<file path="src/rtl/tod_trim_pkg.sv">
package tod_trim_pkg;

   typedef enum logic [1:0] {
      SEL_CTRL    = 2'd0,
      SEL_TRIM    = 2'd1,
      SEL_TIME_LO = 2'd2,
      SEL_TIME_HI = 2'd3
   } tod_sel_e;

   localparam int unsigned BIT_RUN    = 2;
   localparam int unsigned BIT_BYPASS = 3;
   localparam int unsigned BIT_SCLR   = 5;
   localparam int unsigned STEP_LSB   = 16;

endpackage

</file>
<file path="src/rtl/tod_trim_regs.sv">
module tod_trim_regs
   import tod_trim_pkg::*;
#(
   parameter int unsigned BUS_W  = 32,
   parameter int unsigned TRIM_W = 32,
   parameter int unsigned STEP_W = 10,
   parameter bit          HAS_BYPASS = 1'b1
) (
   input  logic                clk,
   input  logic                rst_n,
   input  logic                wr_en,
   input  logic [1:0]          wr_sel,
   input  logic [BUS_W-1:0]    wr_data,
   output logic [STEP_W-1:0]   step_ns,
   output logic                run_en,
   output logic                bypass,
   output logic                soft_clr,
   output logic [TRIM_W-1:0]   trim,
   output logic                load_req,
   output logic [2*BUS_W-1:0]  load_value,
   output logic [BUS_W-1:0]    ctrl_word
);

   localparam int unsigned STEP_MSB = STEP_LSB + STEP_W - 1;

   if (STEP_MSB >= BUS_W) begin : g_bad_step
      $error("tod_trim_regs: step field does not fit the bus word");
   end
   if (TRIM_W > BUS_W) begin : g_bad_trim
      $error("tod_trim_regs: trim word wider than the bus word");
   end

   logic [STEP_W-1:0] step_q;
   logic              run_q;
   logic              sclr_q;
   logic [TRIM_W-1:0] trim_q;
   logic [BUS_W-1:0]  stage_q;

   always_ff @(posedge clk or negedge rst_n) begin
      if (!rst_n) begin
         step_q  <= '0;
         run_q   <= 1'b0;
         sclr_q  <= 1'b0;
         trim_q  <= '0;
         stage_q <= '0;
      end else if (wr_en) begin
         unique case (wr_sel)
            SEL_CTRL: begin
               step_q <= wr_data[STEP_MSB:STEP_LSB];
               run_q  <= wr_data[BIT_RUN];
               sclr_q <= wr_data[BIT_SCLR];
            end
            SEL_TRIM:    trim_q  <= wr_data[TRIM_W-1:0];
            SEL_TIME_LO: stage_q <= wr_data;
            default: ;
         endcase
      end
   end

   if (HAS_BYPASS) begin : g_byp
      logic byp_q;
      always_ff @(posedge clk or negedge rst_n) begin
         if (!rst_n)
            byp_q <= 1'b0;
         else if (wr_en && wr_sel == SEL_CTRL)
            byp_q <= wr_data[BIT_BYPASS];
      end
      assign bypass = byp_q;
   end else begin : g_no_byp
      assign bypass = 1'b0;
   end

   assign step_ns    = step_q;
   assign run_en     = run_q;
   assign soft_clr   = sclr_q;
   assign trim       = trim_q;
   assign load_req   = wr_en && (wr_sel == SEL_TIME_HI);
   assign load_value = {wr_data, stage_q};

   always_comb begin
      ctrl_word                      = '0;
      ctrl_word[STEP_MSB:STEP_LSB]   = step_q;
      ctrl_word[BIT_RUN]             = run_q;
      ctrl_word[BIT_BYPASS]          = bypass;
      ctrl_word[BIT_SCLR]            = sclr_q;
   end

   AST_STAGE_KEEP: assert property (@(posedge clk) disable iff (!rst_n)
      !(wr_en && wr_sel == SEL_TIME_LO) |=> $stable(stage_q))
      else $error("staging word changed without a lower-word write");

endmodule

</file>
<file path="src/rtl/tod_trim_accum.sv">
module tod_trim_accum #(
   parameter int unsigned TRIM_W = 32
) (
   input  logic              clk,
   input  logic              rst_n,
   input  logic              clear,
   input  logic              advance,
   input  logic [TRIM_W-1:0] trim,
   output logic              carry
);

   localparam int unsigned SUM_W = TRIM_W + 1;

   logic [TRIM_W-1:0] acc_q;
   logic [SUM_W-1:0]  sum;

   assign sum   = {1'b0, acc_q} + {1'b0, trim};
   assign carry = advance & sum[TRIM_W];

   always_ff @(posedge clk or negedge rst_n) begin
      if (!rst_n)
         acc_q <= '0;
      else if (clear)
         acc_q <= '0;
      else if (advance)
         acc_q <= sum[TRIM_W-1:0];
   end

   AST_ACC_CLEAR: assert property (@(posedge clk) disable iff (!rst_n)
      clear |=> (acc_q == '0))
      else $error("accumulator not cleared");

   AST_ACC_HOLD: assert property (@(posedge clk) disable iff (!rst_n)
      (!clear && !advance) |=> $stable(acc_q))
      else $error("accumulator moved while idle");

endmodule

</file>
<file path="src/rtl/tod_trim_count.sv">
module tod_trim_count #(
   parameter int unsigned CNT_W  = 64,
   parameter int unsigned STEP_W = 10
) (
   input  logic              clk,
   input  logic              rst_n,
   input  logic              clear,
   input  logic              load,
   input  logic [CNT_W-1:0]  load_value,
   input  logic              step,
   input  logic [STEP_W-1:0] step_ns,
   output logic [CNT_W-1:0]  count
);

   if (STEP_W >= CNT_W) begin : g_bad_w
      $error("tod_trim_count: step wider than counter");
   end

   logic [CNT_W-1:0] cnt_q;

   always_ff @(posedge clk or negedge rst_n) begin
      if (!rst_n)
         cnt_q <= '0;
      else if (clear)
         cnt_q <= '0;
      else if (load)
         cnt_q <= load_value;
      else if (step)
         cnt_q <= cnt_q + CNT_W'(step_ns);
   end

   assign count = cnt_q;

   AST_CNT_CLEAR: assert property (@(posedge clk) disable iff (!rst_n)
      clear |=> (cnt_q == '0))
      else $error("counter not cleared");

   AST_CNT_LOAD: assert property (@(posedge clk) disable iff (!rst_n)
      (!clear && load) |=> (cnt_q == $past(load_value)))
      else $error("counter load mismatch");

   AST_CNT_STEP: assert property (@(posedge clk) disable iff (!rst_n)
      (!clear && !load && step) |=> (cnt_q == $past(cnt_q) + CNT_W'($past(step_ns))))
      else $error("counter step mismatch");

   AST_CNT_HOLD: assert property (@(posedge clk) disable iff (!rst_n)
      (!clear && !load && !step) |=> $stable(cnt_q))
      else $error("counter moved without step");

endmodule

</file>
<file path="src/rtl/tod_trim_counter.sv">
module tod_trim_counter
   import tod_trim_pkg::*;
#(
   parameter int unsigned BUS_W      = 32,
   parameter int unsigned TRIM_W     = 32,
   parameter int unsigned STEP_W     = 10,
   parameter bit          HAS_BYPASS = 1'b1
) (
   input  logic               clk,
   input  logic               rst_n,
   input  logic               wr_en,
   input  logic [1:0]         wr_sel,
   input  logic [BUS_W-1:0]   wr_data,
   input  logic               rd_en,
   input  logic [1:0]         rd_sel,
   output logic [BUS_W-1:0]   rd_data,
   output logic [2*BUS_W-1:0] tod_ns
);

   localparam int unsigned CNT_W = 2 * BUS_W;

   logic [STEP_W-1:0] step_ns;
   logic              run_en;
   logic              bypass;
   logic              soft_clr;
   logic [TRIM_W-1:0] trim;
   logic              load_req;
   logic [CNT_W-1:0]  load_value;
   logic [BUS_W-1:0]  ctrl_word;
   logic              acc_adv;
   logic              carry;
   logic              step;
   logic [CNT_W-1:0]  count;
   logic [BUS_W-1:0]  hi_capt_q;
   logic              capture;

   tod_trim_regs #(
      .BUS_W(BUS_W), .TRIM_W(TRIM_W), .STEP_W(STEP_W), .HAS_BYPASS(HAS_BYPASS)
   ) u_regs (
      .clk(clk), .rst_n(rst_n), .wr_en(wr_en), .wr_sel(wr_sel), .wr_data(wr_data),
      .step_ns(step_ns), .run_en(run_en), .bypass(bypass), .soft_clr(soft_clr),
      .trim(trim), .load_req(load_req), .load_value(load_value), .ctrl_word(ctrl_word)
   );

   if (HAS_BYPASS) begin : g_step_byp
      assign acc_adv = run_en && !bypass;
      assign step    = run_en && (bypass || carry);
   end else begin : g_step_plain
      assign acc_adv = run_en;
      assign step    = carry;
   end

   tod_trim_accum #(.TRIM_W(TRIM_W)) u_accum (
      .clk(clk), .rst_n(rst_n), .clear(soft_clr), .advance(acc_adv),
      .trim(trim), .carry(carry)
   );

   tod_trim_count #(.CNT_W(CNT_W), .STEP_W(STEP_W)) u_count (
      .clk(clk), .rst_n(rst_n), .clear(soft_clr), .load(load_req),
      .load_value(load_value), .step(step), .step_ns(step_ns), .count(count)
   );

   assign capture = rd_en && (rd_sel == SEL_TIME_LO);

   always_ff @(posedge clk or negedge rst_n) begin
      if (!rst_n)
         hi_capt_q <= '0;
      else if (capture)
         hi_capt_q <= count[CNT_W-1:BUS_W];
   end

   always_comb begin
      unique case (rd_sel)
         SEL_CTRL:    rd_data = ctrl_word;
         SEL_TRIM:    rd_data = BUS_W'(trim);
         SEL_TIME_LO: rd_data = count[BUS_W-1:0];
         default:     rd_data = hi_capt_q;
      endcase
   end

   assign tod_ns = count;

   AST_CAPTURE: assert property (@(posedge clk) disable iff (!rst_n)
      capture |=> (hi_capt_q == $past(tod_ns[CNT_W-1:BUS_W])))
      else $error("upper word not captured");

   AST_CAPTURE_HOLD: assert property (@(posedge clk) disable iff (!rst_n)
      !capture |=> $stable(hi_capt_q))
      else $error("captured upper word drifted");

   AST_HOLD_OFF: assert property (@(posedge clk) disable iff (!rst_n)
      (!run_en && !soft_clr && !load_req) |=> $stable(tod_ns))
      else $error("time moved while stopped");

endmodule

</file>
<file path="config.mk">
export PLATFORM = sky130hd
export DESIGN_NAME = tod_trim_counter
export DESIGN_NICKNAME = d
export VERILOG_FILES = /design/src/rtl/tod_trim_pkg.sv /design/src/rtl/tod_trim_regs.sv /design/src/rtl/tod_trim_accum.sv /design/src/rtl/tod_trim_count.sv /design/src/rtl/tod_trim_counter.sv
export SDC_FILE = /design/constraint.sdc
export NUM_CORES = 1
export LEC_CHECK = 0
export ABC_AREA = 1
export BUFFER_PORTS_ARGS = -buffer_cell sky130_fd_sc_hd__buf_4
export CAP_MARGIN = 20
export CORE_MARGIN = 2
export CORE_UTILIZATION = 32
export DETAILED_ROUTE_END_ITERATION = 7
export HOLD_SLACK_MARGIN = 0.12
export PLACE_DENSITY_LB_ADDON = 0.1
export SLEW_MARGIN = 40
export SYNTH_ARGS = -nofsm -noshare
export SYNTH_HDL_FRONTEND = slang
export SYNTH_SLANG_ARGS = --single-unit
export TNS_END_PERCENT = 50
</file>
<file path="constraint.sdc">
create_clock -name clk -period 2.6 [get_ports clk]
set_clock_uncertainty 0.2 [all_clocks]
set_input_delay 0.26 -clock clk [delete_from_list [all_inputs] [get_ports clk]]
set_output_delay 0.26 -clock clk [all_outputs]
set_load 0.03 [all_outputs]
</file>
; ---- After elaboration in Yosys (flattened, before gate mapping)
; Cells that the tools add are included.
[totals]
register_bits = 205
latch_bits = 0
mem_bits_rw = 0
rom_bits = 0
in_bits = 40
output_inout_bits = 96
word_cells = 37
memories = 0
[op_classes]
add_sub_neg = 2
multipliers = 0
n_div = 0
n_lt_le_gt_ge = 0
n_eq_ne = 5
shifts = 0
mux = 6
n_bitwise = 1
reduce_logical = 14
[ops]
columns = op, count
row1 = 64-bit two-way mux, 3
row2 = 32-bit one-hot mux with 3 select lines, 1
row3 = 64-bit by 10-bit adder with 64-bit output, 1
row4 = 32-bit two-way mux, 2
row5 = 32-bit by 32-bit adder with 33-bit output, 1
row6 = 2-bit equality test (second input constant), 3
row7 = 2-bit AND reduction, 3
row8 = 1-bit logical AND, 5
row9 = 2-bit by 1-bit equality test with 1-bit output (second input constant), 2
row10 = 2-bit zero test, 2
row11 = 3-bit nonzero test, 1
row12 = 2-bit nonzero test, 1
row13 = 1-bit bitwise AND, 1
row14 = 1-bit zero test, 1
row15 = 1-bit logical OR, 1

; ---- Logic depth before layout (Yosys ltp)
; Gate-level depths: netlist (run 1).
[logic_depth]
word_depth = 8
ltp_mapped = 19
mapped_depth_nobuf = 18

; ---- Modules after synthesis
; From an unflattened synthesis (run 1), not the netlist that was laid out.
[hier_totals]
cells_unflattened = 2420
area_unflattened_um2 = 15479.8
[by_module_without_submodules]
columns = mod, instances, cells_per_inst, area_each_um2
row1 = tod_trim_count, 1, 1046, 5943.2
row2 = tod_trim_regs, 1, 412, 3787.4
row3 = tod_trim_accum, 1, 636, 3607.2
row4 = tod_trim_counter, 1, 326, 2142.1

; ---- Worst setup path before layout (run 1)
; OpenSTA, ideal clock, no wires.
[synth_timing]
kind = register to register
from = reg u_count.cnt_q[0] (netlist: u_count.count[0])
to = reg u_count.cnt_q[32] (netlist: u_count.count[32])
arrival_time_ns = 2.155
slack_ns = 0.118
stages_incl_launch_ff = 16
cell_sequence = dfrtp_1 > ha_1 > inv_1 > fa_1 > inv_1 > nand3_1 > nand3_1 > nand2_1 > nand2_1 > nand2_1 > nand2_1 > nand2_1 > nand2_1 > nand3_1 > nand2_1 > o21ai_0
[synth_via]
elab_chain_cells = 4
[synth_lines]
columns = item, line_no
row1 = start: declaration, tod_trim_count.sv:19  ; logic [CNT_W-1:0] cnt_q;
row2 = start signal: assignment, tod_trim_count.sv:27  ; cnt_q <= load_value;
row3 = start signal: assignment, tod_trim_count.sv:29  ; cnt_q <= cnt_q + CNT_W'(step_ns);
row4 = 64-bit by 10-bit adder with 64-bit output, tod_trim_count.sv:29
row5 = 64-bit two-way mux, tod_trim_count.sv:28  ; else if (step)
row6 = 64-bit two-way mux, tod_trim_count.sv:26  ; else if (load)
row7 = 64-bit two-way mux, tod_trim_count.sv:24  ; else if (clear)
; No other way between the ends. The select of a mux whose other input is x is not followed.
; A chain may end at the register's enable or synchronous reset.

; ---- Worst setup path in the final report (run 1)
[layout_timing]
from = reg u_regs.trim_q[12] (netlist: u_regs.trim[12])
to = reg u_accum.acc_q[25]
[layout_via]
elab_chain_cells = 3
[layout_lines]
columns = item, line_no
row1 = start: declaration, tod_trim_regs.sv:36  ; logic [TRIM_W-1:0] trim_q;
row2 = start signal: assignment, tod_trim_regs.sv:53  ; SEL_TRIM: trim_q <= wr_data[TRIM_W-1:0];
row3 = 32-bit by 32-bit adder with 33-bit output, tod_trim_accum.sv:17  ; assign sum = {1'b0, acc_q} + {1'b0, trim};
row4 = 32-bit two-way mux, tod_trim_accum.sv:25  ; else if (advance)
row5 = 32-bit two-way mux, tod_trim_accum.sv:23  ; else if (clear)
row6 = end signal: assignment, tod_trim_accum.sv:26  ; acc_q <= sum[TRIM_W-1:0];
row7 = end: declaration, tod_trim_accum.sv:14  ; logic [TRIM_W-1:0] acc_q;
; No other way between the ends. The select of a mux whose other input is x is not followed.

==> metrics, run 1 <==
CP Data Arrival Time ~2800 ps; global-route wire length before repair a little over 90 mm; Yosys warnings 0; Register-to-Register Path Depth 9; max-slew violation count 0; Max clock buf depth 3; Placement Setup Slack -1.071 ps; vias ~15000; Antenna Violating Nets Remaining 0; Cell Chain, Critical Path ha_4 > nand2_1 > o21ai_0 > a21oi_1 > nor2_1 > nor2_1 > nand3_1 > nand2_1 > o21ai_0; post-synth cell types 42; synthesis-stage register bit count 205; GRT Residual Overflow 0; drt via density about 5.2; Max Cap Violations 0; Rel. slew slack 0.5408; CP max FO 5; Hold EP u_count.count[11]; CP max stage delay between 500 and 600 ps; Crit-path slowest cell dfrtp_1; clk root buf clkbuf_16; core area between 0.04 and 0.05 sq mm; TritonCTS buffer count 27; post-synthesis average cell area 6.498 sq um; Nets approximately 2400; Seq/Total Area, Yosys 0.3740; DP HPWL approximately 48 mm; Net Count, Synth roughly 2200; Tmin final between 2000 and 3000 ps; DRC violations left 0; post-route setup slack between 70 and 80 ps; Setup Crit Path Kind reg2reg; kind of end point of the critical path flop; FF-to-FF setup slack between 70 and 80 ps; antenna cells 0; r2r endpoint u_accum.acc_q[25]; Placer Congestion between 0.9 and 1; largest net degree at the start of global routing 65; FMAX 396.0 MHz; number of detailed-route iterations in the first pass 5; leakage just under 0.009 uW; Worst EP required roughly 2900 ps; area added between synthesis and finish 31.22%; chip width 211.0 um; Port Buffer Count roughly 140; crit path from u_regs.trim[12]; Starting DRT DRC Count roughly 1200; status finished, final reports clean; min-delay src wr_en; CP startpoint kind flop; DIE AREA between 0.04 and 0.05 sq mm; FP Rows between 70 and 80; r2r startpoint u_regs.trim[12]; proportion of layout cells with a drive suffix above 1 0.1603; H-tree depth 1; WP buf/inv 0; Initial Util 0.3256; crit-path leading delay family compound AO/OA/AOI/OAI gates; Hold Crit Depth 6; CTS tree done; Peak VDD IR roughly 0.52 mV; cells after synthesis 2111; clock sinks 205; final hold vios 0; most common cell after layout, fill and taps aside nand2_1; fin crit share 0.9712; final setup fails 0; commonest non-fill, non-tap cells in the layout nand2_1 (792), inv_1 (227), buf_4 (214); initial antenna violation count 0; total global-route track usage 0.2766; CTS clk-pin slew, worst paths approximately 70 ps; wire per inst 21.82 um; hold crit path type in2reg; final instance area ~0.018 sq mm; wirelength, routed roughly 64 mm; fin cells roughly 2900; worst-skew pair later-pin latency roughly 590 ps; Synth Cell Area about 0.014 sq mm; Top Ports 136; Placed Area between 0.015 and 0.02 sq mm; Cells after DPL around 2800; Die H about 210 um; pwr/cell area approximately 900 mW/mm^2; Worst Max-Slew Pin Slew 688.8 ps; number of global-route vias before repair 14360
==> kinds of logic (layout without fill, tap and decap cells) <==
| group | count (synthesis) | after routing | share of synthesized area |
|---|---|---|---|
| AND/OR/NAND/NOR | 1258 | 1258 | 0.3750 |
| buffers and inverters | 300 | 560 | 0.08583 |
| AO/OA/AOI/OAI | 288 | 288 | 0.1136 |
| flip-flops | 205 | 205 | 0.3740 |
| adder cells (fa/ha/maj) | 44 | 44 | 0.04123 |
| XOR/XNOR | 14 | 14 | 0.008939 |
| multiplexers | 2 | 2 | 0.001460 |
==> metal layers <==
metal | vias to the layer above | GRT usage | share of wire | wire, um
met1 | 7180 | 0.3949 | 0.46 | 29200
met4 | 0 | 0.09689 | 0.038 | 2390
li1 | 7273 | - | - | -
met3 | 101 | 0.03167 | 0.062 | 3924
met2 | 562 | 0.4321 | 0.44 | 27990
met5 | - | 0 | 0 | 0
==> how the worst max path moves through the flow <==
stage                              endpoint  slack, ps  cells past startpoint
after floorplan           u_count.count[32]        120                     15
after global placement    u_count.count[27]         20                     16
after detailed placement  u_count.count[22]         -1                     14
after CTS                 u_count.count[47]         20                     17
after global routing      u_count.count[35]        -20                     19
final                     u_accum.acc_q[25]         70                      9
==> stage by stage <==
| step | util | TNS (ps) | hold WS, ps | total power [uW] |
|---|---|---|---|---|
| final | 0.4272 | 0 | 120.7 | 15840 |
| after global placement | 0.3800 | 0 | 31.17 | 11130 |
| after detailed placement | 0.3800 | -1.071 | 24.30 | 11190 |
| after floorplan | - | 0 | -235.6 | 8383 |
| after CTS | 0.4114 | 0 | 127.2 | 15220 |
| after global routing | 0.4272 | -322.1 | 163.0 | 16740 |
==> tightest hold or removal path: stages <==
cell and delay [ps]:
buf_4 140, nand3_4 120, nand2_1 110, nand2_1 110, nand3_1 70, o21ai_0 60
==> flip-flops by register name, summed over array words and instances, names as in the netlist <==
signal           flops
hi_capt_q           32
u_accum.acc_q       32
u_count.count       64
u_regs.bypass        1
u_regs.run_en        1
u_regs.soft_clr      1
u_regs.stage_q      32
u_regs.step_ns      10
u_regs.trim         32
==> synth_stat cells, drive strengths merged <==
cell type	count	area share
nor2	179	0.049
a21boi	1	0.00055
a21oi	55	0.020
o31ai	2	0.0011
mux2i	2	0.0015
a32o	2	0.0015
o2111ai	10	0.0064
nand3	204	0.074
o21ai	190	0.069
dfrtp	205	0.37
o21bai	4	0.0022
ha	42	0.038
nand3b	3	0.0016
a31oi	7	0.0032
and2	1	0.00046
and3	1	0.00046
xnor2	6	0.0038
buf	15	0.0076
nand2	813	0.22
a22o	1	0.00064
xor2	8	0.0051
clkbuf	50	0.014
o211ai	13	0.0071
clkinv	2	0.00055
nor4	3	0.0014
or2	7	0.0032
inv	233	0.064
o22ai	1	0.00046
nor3	16	0.0058
fa	2	0.0029
a21o	2	0.0011
nand4	31	0.014
==> final cells by class <==
type | count | area [sq um]
clock buffers | 39 | 800.8
repair buffers | 275 | 2445
clock inverters | 11 | 117.6
flip-flops and latches | 205 | 5135
inverters | 235 | 894.6
fillers | 4449 | 24130
well taps | 539 | 674.4
multi-input cells | 1606 | 7933
==> power breakdown <==
group          switching (uW)  total (uW)  leakage, uW  internal, uW
clock network            1620        3950     0.000452          2330
logic                    4180        6770      0.00573          2590
registers                1160        5120      0.00268          3960
total                    6950       15800      0.00886          8880
==> what timing repair did <==
action,CTS,global route
setup endpoints to repair,2,78
endpoints found under the hold margin,324,0
cloned,0,5
hold buffers,38,0
resized for setup,1,96
buffers inserted,0,5
pin swaps,0,3
No activity file was read; power rests on OpenSTA's default activity.
==> run 2: changes to the inputs <==
Settings changed: ABC_AREA 1 to not set.
Clock period 2.6 ns to 2.61 ns, I/O delays scaled along.
==> run 2 against run 1 <==
The run now ends with negative setup slack left. Clock power is 5.8% lower. Final cell count down 29%. Utilization up 6.9 points. Critical path depth up 3. Largest power group unchanged. Routed wire length is 27% lower. Non-clock buffer count grew 212. Register-to-register slack got worse by 970 ps. Flip-flop and latch count did not move. Maximum frequency decreased by 28%.
==> metrics, run 2 <==
status finished, violations left; failing checks negative setup slack; Post-Synth Simple-Gate Area 0.1229 (-0.2520); Die H 195.5 um (-7.4%); Placed Area 0.01550 sq mm (-3.2%); multiplexer share of the synthesized area 0.1454 (+0.1440); clock sinks 205 (unchanged); Main synth FF type dfrtp_1; Setup Crit Path Kind reg2reg; xor/xnor share of the synthesized area 0.04926 (+0.04033); Placement Setup Slack -989.9 ps (-988.9 ps); initial antenna violation count 0 (unchanged); grt met2 use 0.3772 (-0.05481); final hold vios 0 (unchanged); final setup fails 79 (+79); Starting DRT DRC Count 670 (-45%); Commonest cells post-synth dfrtp_1 (205), mux2_2 (122), o21ai_0 (110); leakage 0.008383 uW (-5.4%); cells after synthesis 1143 (-46%); hold crit path type in2async; Crit-path slowest cell or4_4; proportion of layout cells with a drive suffix above 1 0.4820 (+0.3217); WP buf/inv 2 (+2); kind of end point of the critical path flop; Seq/Total Area, Yosys 0.4372 (+0.06321); core area 0.03635 sq mm (-14%); CP Data Arrival Time 3750 ps (+940 ps); CP startpoint kind flop; clk root buf clkbuf_16; gr busiest metal met2; drt via density 5.280 (+1.6%); DP HPWL 32.90 mm (-31%); number of detailed-route iterations in the first pass 7 (+2); synthesized-area fraction occupied by adder cells 0.04820 (+0.006968); Rel. slew slack 0.4071 (-0.1337); post-synthesis compound-gate area fraction 0.1662 (+0.05268); CP max FO 5 (unchanged); DIE AREA 0.03822 sq mm (-14%); Antenna Violating Nets Remaining 0 (unchanged); Worst EP required 2850 ps (-30 ps); wirelength, routed 46.11 mm (-27%); Fillers 3357 (-25%); Cell Chain, Critical Path ha_2 > inv_2 > fa_2 > nand2b_4 > a21oi_4 > o211ai_1 > a2111oi_2 > buf_4 > o31ai_4 > or4_4 > or4_4 > a311oi_2; CTS clk-pin slew, worst paths 60 ps (about the same); worst-skew pair later-pin latency 540 ps (-50 ps); grt met1 use 0.3406 (-0.05426); Synth Cell Area 0.01173 sq mm (-14%); vias 10970 (-27%); most common cell after layout, fill and taps aside buf_4; pwr/cell area 921.6 mW/mm^2 (+4.8%); Tmin final 3507 ps (+981.6 ps); final instance area 0.01805 sq mm (+0.26%); Peak VDD IR 0.5625 mV (+7.7%); FP Rows 70 (-6.7%); flip-flop count of the largest register after layout 64 (unchanged); Synth top area share 0.4372 (+0.06321); commonest non-fill, non-tap cells in the layout buf_4 (415), dfrtp_1 (191), mux2_2 (122); area leader, netlist dfrtp_1; crit-path leading delay family simple AND/OR/NAND/NOR gates; Top Ports 136 (unchanged); number of synthesized flops with an enable pin 0 (unchanged); top-count cell post-synth dfrtp_1; area added between synthesis and finish 53.81%; main combinational cell family by area after synthesis compound AO/OA/AOI/OAI gates; FMAX 285.2 MHz (-28%); Net Count, Synth 1227 (-44%); TritonCTS buffer count 26 (-3.7%); unrepaired setup endpoints after global routing yes; Max Cap Violations 0 (unchanged); post-route setup slack -896.6 ps (-971.6 ps); chip width 195.5 um (-7.4%); global-route wire length before repair 69.53 mm (-24%); largest net degree at the start of global routing 78 (+20%); Worst Max-Slew Pin Slew 889.3 ps (+200.5 ps); Max clock buf depth 3 (unchanged); DRC violations left 0 (unchanged); fin crit share 1.344 (+0.3724); Top cell by count, worst path or4_4; CTS tree done; Nets 1674 (-31%); number of global-route vias before repair 11100 (-23%); wire per inst 22.19 um (+1.7%); GRT Residual Overflow 0 (unchanged); Post-synth ARST share 1.000 (unchanged); H-tree depth 1 (unchanged); synthesis-stage register bit count 205 (unchanged); post-synth cell types 63 (+50%); Yosys warnings 0 (unchanged); Port Buffer Count 135 (unchanged); CP max stage delay 470 ps (-40 ps); top post-synthesis cells by area dfrtp_1 (44%), mux2_2 (12%), o21ai_0 (4.7%), ha_1 (4.5%), a21oi_1 (4.0%); post-synthesis average cell area 10.27 sq um (+58%); max-slew violation count 0 (unchanged); total global-route track usage 0.2404 (-0.03613); met3 usage 0.03921 (+0.007537); Hold Worst Slack 101.9 ps (-18.75 ps); Placer Congestion 0.8701 (-9.5%); antenna cells 0 (unchanged); Initial Util 0.3228 (-0.002730)
[run 2: changes by cell type after synthesis, moves of 14 or more]
cell     before  now
nand2_1     806   88
inv_1       230   25
nand3_1     204   23
nor2_1      179   41
mux2_2        0  122
o21ai_0     186  110
xnor2_1       6   52
a21oi_1      55   94
a22o_1        1   23
nand4_1      31   13
a21o_1        2   16
[run 2: path summary, 6_finish.rpt]
kind,start,to,slack [ps],cells past startpoint
max in group asynchronous,rst_n,u_regs.stage_q[20],1330,3
max,u_regs.trim[0],u_count.count[55],-900,12
min reg2reg,hi_capt_q[8],hi_capt_q[8],290,2
max reg2reg,u_regs.trim[0],u_count.count[55],-900,12
min in group clk,hi_capt_q[8],hi_capt_q[8],290,2
min,rst_n,u_regs.trim[28],100,2
[run 2: logic make-up (layout without fill, tap and decap cells)]
| logic type | count (synthesis) | count (layout) |
|---|---|---|
| buffers and inverters | 93 | 560 |
| AO/OA/AOI/OAI | 318 | 318 |
| multiplexers | 139 | 139 |
| AND/OR/NAND/NOR | 278 | 278 |
| XOR/XNOR | 66 | 66 |
| adder cells (fa/ha/maj) | 44 | 44 |
| flip-flops | 205 | 205 |
[run 2: what timing repair did]
| action | in CTS | in global routing |
|---|---|---|
| endpoints found under the hold margin | 322 | 0 |
| gates cloned | 5 | 1 |
| gates resized for setup | 143 | 50 |
| setup endpoints to repair | 83 | 83 |
| hold buffers | 38 | 0 |
| pin swaps | 70 | 65 |
| setup buffers | 15 | 18 |
[run 2: metal layers]
metal,wire (um),share of wire
met2,20870,0.45
met3,2222,0.048
met4,1319,0.029
met1,21700,0.47
met5,0,0
[run 2: cell type report]
type | instances | area (sq um) | share of cell area
clock buffer | 41 | 818.3 | 0.04534
clock inverter | 7 | 65.06 | 0.003605
sequential | 205 | 5147 | 0.2852
timing repair buffer | 487 | 4066 | 0.2253
inverter | 25 | 93.84 | 0.005200
multi-input combinational | 845 | 7271 | 0.4029
tap | 468 | 585.6 | 0.03245
[run 2: worst register-to-register path: stages (launching register included)]
cell and delay, ps:
dfrtp_1 350, ha_2 190, inv_2 40, fa_2 330
nand2b_4 160, a21oi_4 190, o211ai_1 160, a2111oi_2 330
buf_4 190, o31ai_4 90, or4_4 470, or4_4 440
a311oi_2 270
[run 2: report_power, final]
group | internal (uW) | switching [uW] | leakage, uW
clock | 2240 | 1480 | 0.000433
sequential | 3880 | 512 | 0.00260
combinational | 4060 | 4460 | 0.00534
total | 10200 | 6450 | 0.00838
[run 2: metrics by stage]
step,TNS [ps],power [uW],utilization,cells
global placement,-48950,11610,0.4264,1960
floorplan,-23350,8230,-,1143
detailed placement,-49900,11640,0.4264,1960
CTS,-41080,16360,0.4871,2063
global route,-58260,17610,0.4965,2078
finish,-46490,16630,0.4965,2078
